### src/rtl/uart_regctl_pkg.sv
`timescale 1ns/1ps
package uart_regctl_pkg;
  localparam int REG_W  = 8;
  localparam int ADDR_W = 6;

  // register offsets (address wraps at 64 bytes)
  localparam logic [ADDR_W-1:0] OFS_MODE  = 6'h00;
  localparam logic [ADDR_W-1:0] OFS_STAT  = 6'h04;
  localparam logic [ADDR_W-1:0] OFS_CMD   = 6'h08;
  localparam logic [ADDR_W-1:0] OFS_DATA  = 6'h0C;
  localparam logic [ADDR_W-1:0] OFS_AUX   = 6'h10;
  localparam logic [ADDR_W-1:0] OFS_IRQ   = 6'h14;
  localparam logic [ADDR_W-1:0] OFS_BAUD1 = 6'h18;
  localparam logic [ADDR_W-1:0] OFS_BAUD2 = 6'h1C;

  // first mode byte: receive interrupt source select
  localparam int MODE_RXSRC_FULL = 6;

  typedef enum logic [2:0] {
    MISC_NOP       = 3'd0,
    MISC_PTR_RST   = 3'd1,
    MISC_RX_RST    = 3'd2,
    MISC_TX_RST    = 3'd3,
    MISC_ERR_RST   = 3'd4,
    MISC_DBRK_CLR  = 3'd5,
    MISC_BRK_START = 3'd6,
    MISC_BRK_STOP  = 3'd7
  } misc_e;

  typedef struct packed {
    logic ptr_rst;
    logic rx_rst;
    logic tx_rst;
    logic dbrk_clr;
    logic tx_on;
    logic tx_off;
    logic rx_on;
    logic rx_off;
  } cmd_act_t;
endpackage

### src/rtl/uart_cmd_decode.sv
`timescale 1ns/1ps
module uart_cmd_decode
  import uart_regctl_pkg::*;
(
  input  logic [6:0] cmd_bits,
  output cmd_act_t   act
);
  misc_e misc;

  always_comb begin
    misc = misc_e'(cmd_bits[6:4]);
    act  = '0;
    unique case (misc)
      MISC_PTR_RST:  act.ptr_rst  = 1'b1;
      MISC_RX_RST:   act.rx_rst   = 1'b1;
      MISC_TX_RST:   act.tx_rst   = 1'b1;
      MISC_DBRK_CLR: act.dbrk_clr = 1'b1;
      default:       ;
    endcase
    act.tx_on  = (cmd_bits[3:2] == 2'b01);
    act.tx_off = (cmd_bits[3:2] == 2'b10);
    act.rx_on  = (cmd_bits[1:0] == 2'b01);
    act.rx_off = (cmd_bits[1:0] == 2'b10);
  end
endmodule

### src/rtl/uart_tx_hold.sv
`timescale 1ns/1ps
module uart_tx_hold #(
  parameter int W = 8
) (
  input  logic         clk,
  input  logic         rst,
  input  logic         cmd_we,
  input  logic         tx_rst,
  input  logic         tx_on,
  input  logic         tx_off,
  input  logic         buf_we,
  input  logic [W-1:0] buf_data,
  input  logic         out_ready,
  output logic         enabled,
  output logic         empty,
  output logic         out_valid,
  output logic [W-1:0] out_data
);
  assign out_valid = enabled && !empty;

  always_ff @(posedge clk) begin
    if (rst) begin
      enabled  <= 1'b0;
      empty    <= 1'b1;
      out_data <= '0;
    end else begin
      // enable field wins over the misc reset of the same command
      if (cmd_we) begin
        if (tx_on)       enabled <= 1'b1;
        else if (tx_off) enabled <= 1'b0;
        else if (tx_rst) enabled <= 1'b0;
      end
      if (buf_we) begin
        out_data <= buf_data;
        empty    <= 1'b0;
      end else if (cmd_we && tx_rst) begin
        empty <= 1'b1;
      end else if (out_valid && out_ready) begin
        empty <= 1'b1;
      end
    end
  end
endmodule

### src/rtl/uart_rx_queue.sv
`timescale 1ns/1ps
module uart_rx_queue #(
  parameter int DEPTH = 4,   // power of two, at least 2
  parameter int W     = 8
) (
  input  logic         clk,
  input  logic         rst,
  input  logic         flush,
  input  logic         pop,
  input  logic         push,        // only when not full
  input  logic         push_force,  // overwrites newest entry when full
  input  logic [W-1:0] push_data,
  output logic [W-1:0] head_data,
  output logic         empty,
  output logic         full
);
  localparam int AW = $clog2(DEPTH);
  localparam int CW = AW + 1;

  logic [W-1:0]  mem [DEPTH];
  logic [AW-1:0] rd_ptr, wr_ptr;
  logic [CW-1:0] count;

  logic          wr_req, pop_do, stay_full, grow;
  logic [AW-1:0] wr_idx;

  assign empty     = (count == '0);
  assign full      = (count == CW'(DEPTH));
  assign head_data = mem[rd_ptr];

  assign wr_req    = push || push_force;
  assign pop_do    = pop && !empty;
  assign stay_full = full && !pop_do;
  assign wr_idx    = stay_full ? (wr_ptr - AW'(1)) : wr_ptr;
  assign grow      = wr_req && !stay_full;

  always_ff @(posedge clk) begin
    if (wr_req && !flush)
      mem[wr_idx] <= push_data;
  end

  always_ff @(posedge clk) begin
    if (rst || flush) begin
      rd_ptr <= '0;
      wr_ptr <= '0;
      count  <= '0;
    end else begin
      if (pop_do) rd_ptr <= rd_ptr + AW'(1);
      if (grow)   wr_ptr <= wr_ptr + AW'(1);
      count <= count + CW'(grow) - CW'(pop_do);
    end
  end
endmodule

### src/rtl/uart_regctl.sv
`timescale 1ns/1ps
module uart_regctl
  import uart_regctl_pkg::*;
#(
  parameter int RXQ_DEPTH = 4
) (
  input  logic              clk,
  input  logic              rst,
  input  logic [ADDR_W-1:0] reg_addr,
  input  logic              reg_wr,
  input  logic              reg_rd,
  input  logic [REG_W-1:0]  reg_wdata,
  output logic [REG_W-1:0]  reg_rdata,
  output logic              irq,
  output logic              tx_valid,
  input  logic              tx_ready,
  output logic [REG_W-1:0]  tx_data,
  input  logic              rx_valid,
  input  logic [REG_W-1:0]  rx_data,
  output logic              rx_ready,
  input  logic              rx_break
);
  localparam int NMODE = 2;

  logic [REG_W-1:0] mode_q [NMODE];
  logic             mode_sel;
  logic [REG_W-1:0] imr_q;
  logic             rx_en_q;
  logic             dbrk_q;

  logic wr_mode, wr_cmd, wr_txb, wr_imr, rd_data;
  cmd_act_t act;

  logic             tx_en, tx_emp;
  logic [REG_W-1:0] q_head, q_push_data;
  logic             q_empty, q_full, q_push;
  logic [REG_W-1:0] status, isr, rd_mux;

  assign wr_mode = reg_wr && (reg_addr == OFS_MODE);
  assign wr_cmd  = reg_wr && (reg_addr == OFS_CMD);
  assign wr_txb  = reg_wr && (reg_addr == OFS_DATA);
  assign wr_imr  = reg_wr && (reg_addr == OFS_IRQ);
  assign rd_data = reg_rd && (reg_addr == OFS_DATA);

  uart_cmd_decode u_dec (
    .cmd_bits (reg_wdata[6:0]),
    .act      (act)
  );

  uart_tx_hold #(.W(REG_W)) u_tx (
    .clk       (clk),
    .rst       (rst),
    .cmd_we    (wr_cmd),
    .tx_rst    (act.tx_rst),
    .tx_on     (act.tx_on),
    .tx_off    (act.tx_off),
    .buf_we    (wr_txb),
    .buf_data  (reg_wdata),
    .out_ready (tx_ready),
    .enabled   (tx_en),
    .empty     (tx_emp),
    .out_valid (tx_valid),
    .out_data  (tx_data)
  );

  // break beats data in the same cycle
  assign rx_ready    = rx_en_q && !q_full;
  assign q_push      = rx_valid && rx_ready && !rx_break;
  assign q_push_data = rx_break ? '0 : rx_data;

  uart_rx_queue #(.DEPTH(RXQ_DEPTH), .W(REG_W)) u_rxq (
    .clk        (clk),
    .rst        (rst),
    .flush      (wr_cmd && act.rx_rst),
    .pop        (rd_data),
    .push       (q_push),
    .push_force (rx_break),
    .push_data  (q_push_data),
    .head_data  (q_head),
    .empty      (q_empty),
    .full       (q_full)
  );

  // status and interrupt status
  assign status = {4'b0000, tx_emp, tx_en, q_full, !q_empty};
  assign isr    = {5'b00000, dbrk_q,
                   (mode_q[0][MODE_RXSRC_FULL] ? q_full : !q_empty),
                   tx_en};
  assign irq    = |(isr & imr_q);

  always_ff @(posedge clk) begin
    if (rst) begin
      for (int i = 0; i < NMODE; i++) mode_q[i] <= '0;
      mode_sel <= 1'b0;
      imr_q    <= '0;
      rx_en_q  <= 1'b0;
      dbrk_q   <= 1'b0;
    end else begin
      if (wr_mode) begin
        mode_q[mode_sel] <= reg_wdata;
        mode_sel         <= 1'b1;
      end else if (wr_cmd && act.ptr_rst) begin
        mode_sel <= 1'b0;
      end
      if (wr_imr) imr_q <= reg_wdata;
      if (wr_cmd) begin
        if (act.rx_on)       rx_en_q <= 1'b1;
        else if (act.rx_off) rx_en_q <= 1'b0;
        else if (act.rx_rst) rx_en_q <= 1'b0;
      end
      if (rx_break)                    dbrk_q <= 1'b1;
      else if (wr_cmd && act.dbrk_clr) dbrk_q <= 1'b0;
    end
  end

  always_comb begin
    unique case (reg_addr)
      OFS_MODE: rd_mux = mode_q[mode_sel];
      OFS_STAT: rd_mux = status;
      OFS_DATA: rd_mux = q_empty ? '0 : q_head;
      OFS_IRQ:  rd_mux = isr;
      default:  rd_mux = '0;
    endcase
  end

  always_ff @(posedge clk) begin
    if (rst)         reg_rdata <= '0;
    else if (reg_rd) reg_rdata <= rd_mux;
  end
endmodule

### config.mk
export PLATFORM = sky130hd
export DESIGN_NAME = uart_regctl
export DESIGN_NICKNAME = d
export VERILOG_FILES = /design/src/rtl/uart_regctl_pkg.sv /design/src/rtl/uart_cmd_decode.sv /design/src/rtl/uart_tx_hold.sv /design/src/rtl/uart_rx_queue.sv /design/src/rtl/uart_regctl.sv
export SDC_FILE = /design/constraint.sdc
export NUM_CORES = 1
export LEC_CHECK = 0
export ABC_AREA = 1
export CORE_MARGIN = 2
export CORE_UTILIZATION = 40
export DETAILED_ROUTE_END_ITERATION = 8
export GPL_ROUTABILITY_DRIVEN = 0
export HOLD_SLACK_MARGIN = 0.06
export PLACE_DENSITY = 0.63
export SLEW_MARGIN = 20
export SYNTH_ARGS = -nofsm -noshare
export SYNTH_HDL_FRONTEND = slang
export SYNTH_HIERARCHICAL = 1
export SYNTH_SLANG_ARGS = --single-unit
### constraint.sdc
create_clock -name clk -period 4.1 [get_ports clk]
set_clock_uncertainty 0.2 [all_clocks]
set_input_delay 1.23 -clock clk [delete_from_list [all_inputs] [get_ports clk]]
set_output_delay 1.23 -clock clk [all_outputs]
set_load 0.1 [all_outputs]
==> results of run 1 <==
area by class of cell:
cell class	count	area, µm²
clock inverters	7	116
inverters	65	244
flip-flops and latches	82	2120
clock buffers	9	124
multi-input cells	301	1380
repair buffers	56	490
well taps	129	161
fillers	878	4600
power by group:
group | total, mW | leakage [nW] | switching, mW | internal, mW
Sequential | 0.948 | 0.734 | 0.0254 | 0.923
Clock | 0.698 | 0.121 | 0.293 | 0.405
Combinational | 0.231 | 1.08 | 0.148 | 0.0823
metal layers:
metal / up-vias / GRT usage [%] / share of wire, %
li1: 1583 / - / -
met1: 1404 / 22.6 / 47
met2: 59 / 28.7 / 48
met3: 6 / 2.83 / 4.0
met4: 0 / 6.13 / 0.81
met5: - / 0 / 0
synthesized netlist by cell type, drive strengths merged:
cell type	number
nor2	117
nand3b	1
clkbuf	4
inv	64
clkinv	1
o21ai	38
fa	1
or2	1
dfxtp	34
o211ai	2
nand4	3
ha	1
buf	4
a21oi	19
edfxtp	48
nor3b	1
nand2	90
nor3	1
o22ai	8
nand3	18
flip-flops by register name, indices dropped and copies added, names as in the netlist, 2 cells and up, named ones only:
register	count
imr_q	3
mode_q	16
reg_rdata	8
u_rxq/count	3
u_rxq/mem	32
u_rxq/rd_ptr	2
u_rxq/wr_ptr	2
u_tx/out_data	8
through the flow:
step	instances	hold slack, ps	instance area [µm²]	utilization (%)	setup slack [ps]
2_1_floorplan	456	239	3800	-	391
3_3_place_gp	633	253	4400	47.6	436
3_5_place_dp	633	257	4400	47.6	382
4_1_cts	649	270	4640	50.2	737
5_1_grt	649	293	4640	50.2	571
6_report	649	269	4640	50.2	726
cell families (layout without fill, tap and decap cells):
family	count (synthesis)	after routing	synth area share, %
AOI/OAI and AO/OA	67	67	9.22
adders and majority gates	2	2	0.856
DFF	82	82	55.9
and+or+nand+nor	232	232	26.3
buffers and inverters	73	137	7.74
cells in the final DEF, fill, tap and decap left out, drive strengths merged:
cell           Yosys  final
o21ai             38     38
inv               64     65
nand4              3      3
a21oi             19     19
clkinv             1      4
nor3               1      1
o211ai             2      2
fa                 1      1
edfxtp            48     48
dfxtp             34     34
o22ai              8      8
buf                4     28
clkdlybuf4s50      0     28
nor2             117    117
nand3b             1      1
nor3b              1      1
clkbuf             4      9
nand2             90     90
nand3             18     18
or2                1      1
ha                 1      1
bufinv             0      3
path summary, 6_finish.rpt:
path                                  start                         to  slack, ps
setup / recovery                     reg_rd  u_rxq/count[2]$_SDFF_PP0_        730
hold / removal    reg_rdata[2]$_SDFFE_PP0P_  reg_rdata[2]$_SDFFE_PP0P_        270
setup reg to reg  u_rxq/count[2]$_SDFF_PP0_  u_rxq/count[1]$_SDFF_PP0_       1610
hold reg to reg   reg_rdata[2]$_SDFFE_PP0P_  reg_rdata[2]$_SDFFE_PP0P_        270
critical path, stage by stage:
cell	delay, ps
clkdlybuf4s50_1	620
clkinv_1	200
nor2_1	220
inv_2	100
nand3_4	130
nand3_1	90
nand2_1	70
ha_1	140
inv_1	50
fa_1	400
nor2_1	120
nor2_1	50
==> run metrics, run 1 <==
status complete, no violations; Setup CP Type input pin to register; number of synthesized register bits 82; drt pass-1 iters 4; die height 101 µm; DRC viols 0; number of setup buffers added after CTS 0; Worst Path Arrival 3420 ps; Via Count 3052; Final #Nets 546; CTS clk-pin slew, worst paths 90 ps; Die Area 10300 µm²; Clk Latency, worst-skew pair 350 ps; LEAKAGE 1.93 nW; root buffer cell clkbuf_8; Die X 101 µm; GR Overflow Total 0; peak supply drop 0.198 mV; routed len/inst 13.0 µm; setup violators final 0; share of the synthesized area in the top cell type 37.9%; Hold/Removal Path Class register to register; Reg2Reg Depth 13; Worst Max-Slew Pin Slew 618 ps; # IOs 48; DP Wirelength 6.24 mm; global-route wire length before repair 13.7 mm; Synth Cell Area 3800 µm²; post_cts resized 0; Final Max Tran Viols 0; Vias/cell 4.70; DR iter-0 viols 115; Rel. slew slack 58.8%; syn_nets 487; Power, Total 1.88 mW; achievable clock frequency 0.296 GHz; register area share after synthesis 55.9%; TritonCTS Buffers 9; clock buffer depth 2; layout cells sized above 1 13.5%; core area 9240 µm²; CTS tree yes; antenna-violating nets left 0; Cell Rows 35; Synthesis Warnings 6; Port Buffers 47; crit path time final 3370 ps; Critical Path RT 4140 ps; GRT Util Overall 17.2%; vias in the first global route 2970; syn_area_per_cell 8.33 µm²; unrepaired setup endpoints after global routing no; number of antenna violations at the first check in global routing 0; Final period util 82.3%; Startpoint Class input pin; largest fanout on the critical path 9; largest net degree at the start of global routing 18; routed wire length 8.41 mm; crit end category register; Final Hold Fails 0; Starting Density 41.1%; P&R area growth vs syn 22.2%; final setup TNS 0 ps; post-synth cell types 29; hold depth 2; Synth area leaders edfxtp_1 (38%), dfxtp_1 (18%), nor2_1 (10%); Mapped Cells 456; Synth area leader edfxtp_1; Max-Cap Viols 0; # clock sinks 82; hold-fix buffers at CTS 0; CTS H-Tree Depth 3; PwrDens 404 nW/µm²; antenna diode count 0
(Power assumes the default switching activity.)
==> run 2: changes to the inputs <==
Clock period 4.1 ns to 3.4 ns, I/O delays scaled along.
==> run metrics, run 2 (same netlist as run 1, synthesis figures left out) <==
Max-Cap Viols 0 (unchanged); Final WS setup 407 ps (-319 ps); routed len/inst 12.8 µm (-1.2%); GRT Util Overall 17.7% (+0.57 points); Critical Path RT 3470 ps (-670 ps); max reg flops 32 (unchanged); Final Max Tran Viols 0 (unchanged); status complete, no violations; clock buffer depth 2 (unchanged); GR Overflow Total 0 (unchanged); core area 9240 µm² (unchanged); drt pass-1 iters 4 (unchanged); CTS clk-pin slew, worst paths 80 ps (about the same); most frequent cells in the layout nor2_1 (105), nand2_1 (86), inv_1 (56), edfxtp_1 (48), buf_4 (38); number of antenna violations at the first check in global routing 0 (unchanged); unrepaired setup endpoints after global routing no; Setup CP Type input pin to register; CTS H-Tree Depth 3 (unchanged); Die Area 10300 µm² (unchanged); most common cell after layout, fill and taps aside nor2_1; antenna diode count 0 (unchanged); Clk Latency, worst-skew pair 350 ps (about the same); Starting Density 41.1% (unchanged); hold-fix buffers at CTS 0 (unchanged); Worst Path Arrival 3070 ps (-350 ps); DP Wirelength 6.24 mm (about the same); P&R area growth vs syn 24.2%; Worst Max-Slew Pin Slew 610 ps (-7.64 ps); Final period util 88.0%; final setup TNS 0 ps (unchanged); # IOs 48 (unchanged); crit path time final 2990 ps; antenna-violating nets left 0 (unchanged); routed wire length 8.44 mm (+0.31%); DR iter-0 viols 143 (+24%); Final Hold Fails 0 (unchanged); Top Registers u_rxq/mem: 32 flops, mode_q: 16 flops; CTS tree yes; Die X 101 µm (unchanged); placed insts 643 (+1.6%); global-route wire length before repair 13.8 mm (+0.71%); Biggest register u_rxq/mem; Power, Total 2.23 mW (+19%); crit end category register; peak supply drop 0.229 mV (+15%); largest net degree at the start of global routing 18 (unchanged); Port Buffers 47 (unchanged); number of setup buffers added after CTS 0 (unchanged); setup violators final 0 (unchanged); layout cells sized above 1 16.0% (+2.6 points); final std cells w/o fill 659 (+1.5%); final core occ 51.1% (+0.85 points); Via Count 3086 (+1.1%); achievable clock frequency 0.334 GHz; root buffer cell clkbuf_8; largest fanout on the critical path 4 (-5); DP Worst Slack 40.0 ps (-342 ps); Final #Nets 556 (+1.8%); vias in the first global route 2966 (-0.13%); Cell Rows 35 (unchanged); die height 101 µm (unchanged); Rel. slew slack 59.3% (+0.51 points); Vias/cell 4.68 (-0.42%); post_cts resized 0 (unchanged); DRC viols 0 (unchanged); TritonCTS Buffers 9 (unchanged); Hold/Removal Path Class register to register; # clock sinks 82 (unchanged); LEAKAGE 1.98 nW (+2.3%); Startpoint Class input pin; PwrDens 472 nW/µm² (+17%)
[run 2: cell count changes in the layout (fill, tap and decap cells not counted), moves of 2 or more]
cell	delta
buf_4	+10
clkbuf_8	+3
dfxtp_1	-3
dfxtp_4	+3
bufinv_16	-2
[run 2: metal layers]
| metal | wire, µm | vias to the layer above | global-route usage, % |
|---|---|---|---|
| met3 | 422 | 6 | 5.04 |
| met2 | 4000 | 70 | 29.1 |
| li1 | - | 1605 | - |
| met4 | 89 | 0 | 5.82 |
| met1 | 3930 | 1405 | 22.6 |
| met5 | 0 | - | 0 |
[run 2: path summary, 6_finish.rpt]
path / start / to / slack [ps] / cells after the start
worst max register to register: u_rxq/count[1]$_SDFF_PP0_ / u_rxq/count[1]$_SDFF_PP0_ / 1030 / 14
worst max-delay path: reg_rd / u_rxq/count[1]$_SDFF_PP0_ / 410 / 11
worst min-delay path: reg_rdata[6]$_SDFFE_PP0P_ / reg_rdata[6]$_SDFFE_PP0P_ / 270 / 2
worst min register to register: reg_rdata[6]$_SDFFE_PP0P_ / reg_rdata[6]$_SDFFE_PP0P_ / 270 / 2
[run 2: stage by stage]
stage / hold slack, ps / area, µm²
global placement: 257 / 4490
floorplan: 239 / 3810
finish: 267 / 4720
CTS: 272 / 4720
global route: 287 / 4720
detailed placement: 260 / 4490
[run 2: area by class of cell]
| cell class | count | area, µm² |
|---|---|---|
| clock buffers | 13 | 190 |
| clock inverters | 3 | 42.5 |
| fillers | 898 | 4520 |
| inverters | 65 | 244 |
| multi-input cells | 301 | 1380 |
| flip-flops and latches | 82 | 2130 |
| well taps | 129 | 161 |
| repair buffers | 66 | 566 |
[run 2: where the power goes]
part / internal [mW] / switching (mW)
Combinational: 0.108 / 0.181
Clock: 0.443 / 0.348
Sequential: 1.12 / 0.0304
[run 2: critical path: stages]
cell             delay, ps
clkdlybuf4s50_1        490
clkinv_1               160
nor2_1                 220
buf_4                  170
nand2_2                 70
nand3_1                 70
nand2_1                 50
ha_1                   180
inv_1                   80
fa_1                   420
nor2_1                 120
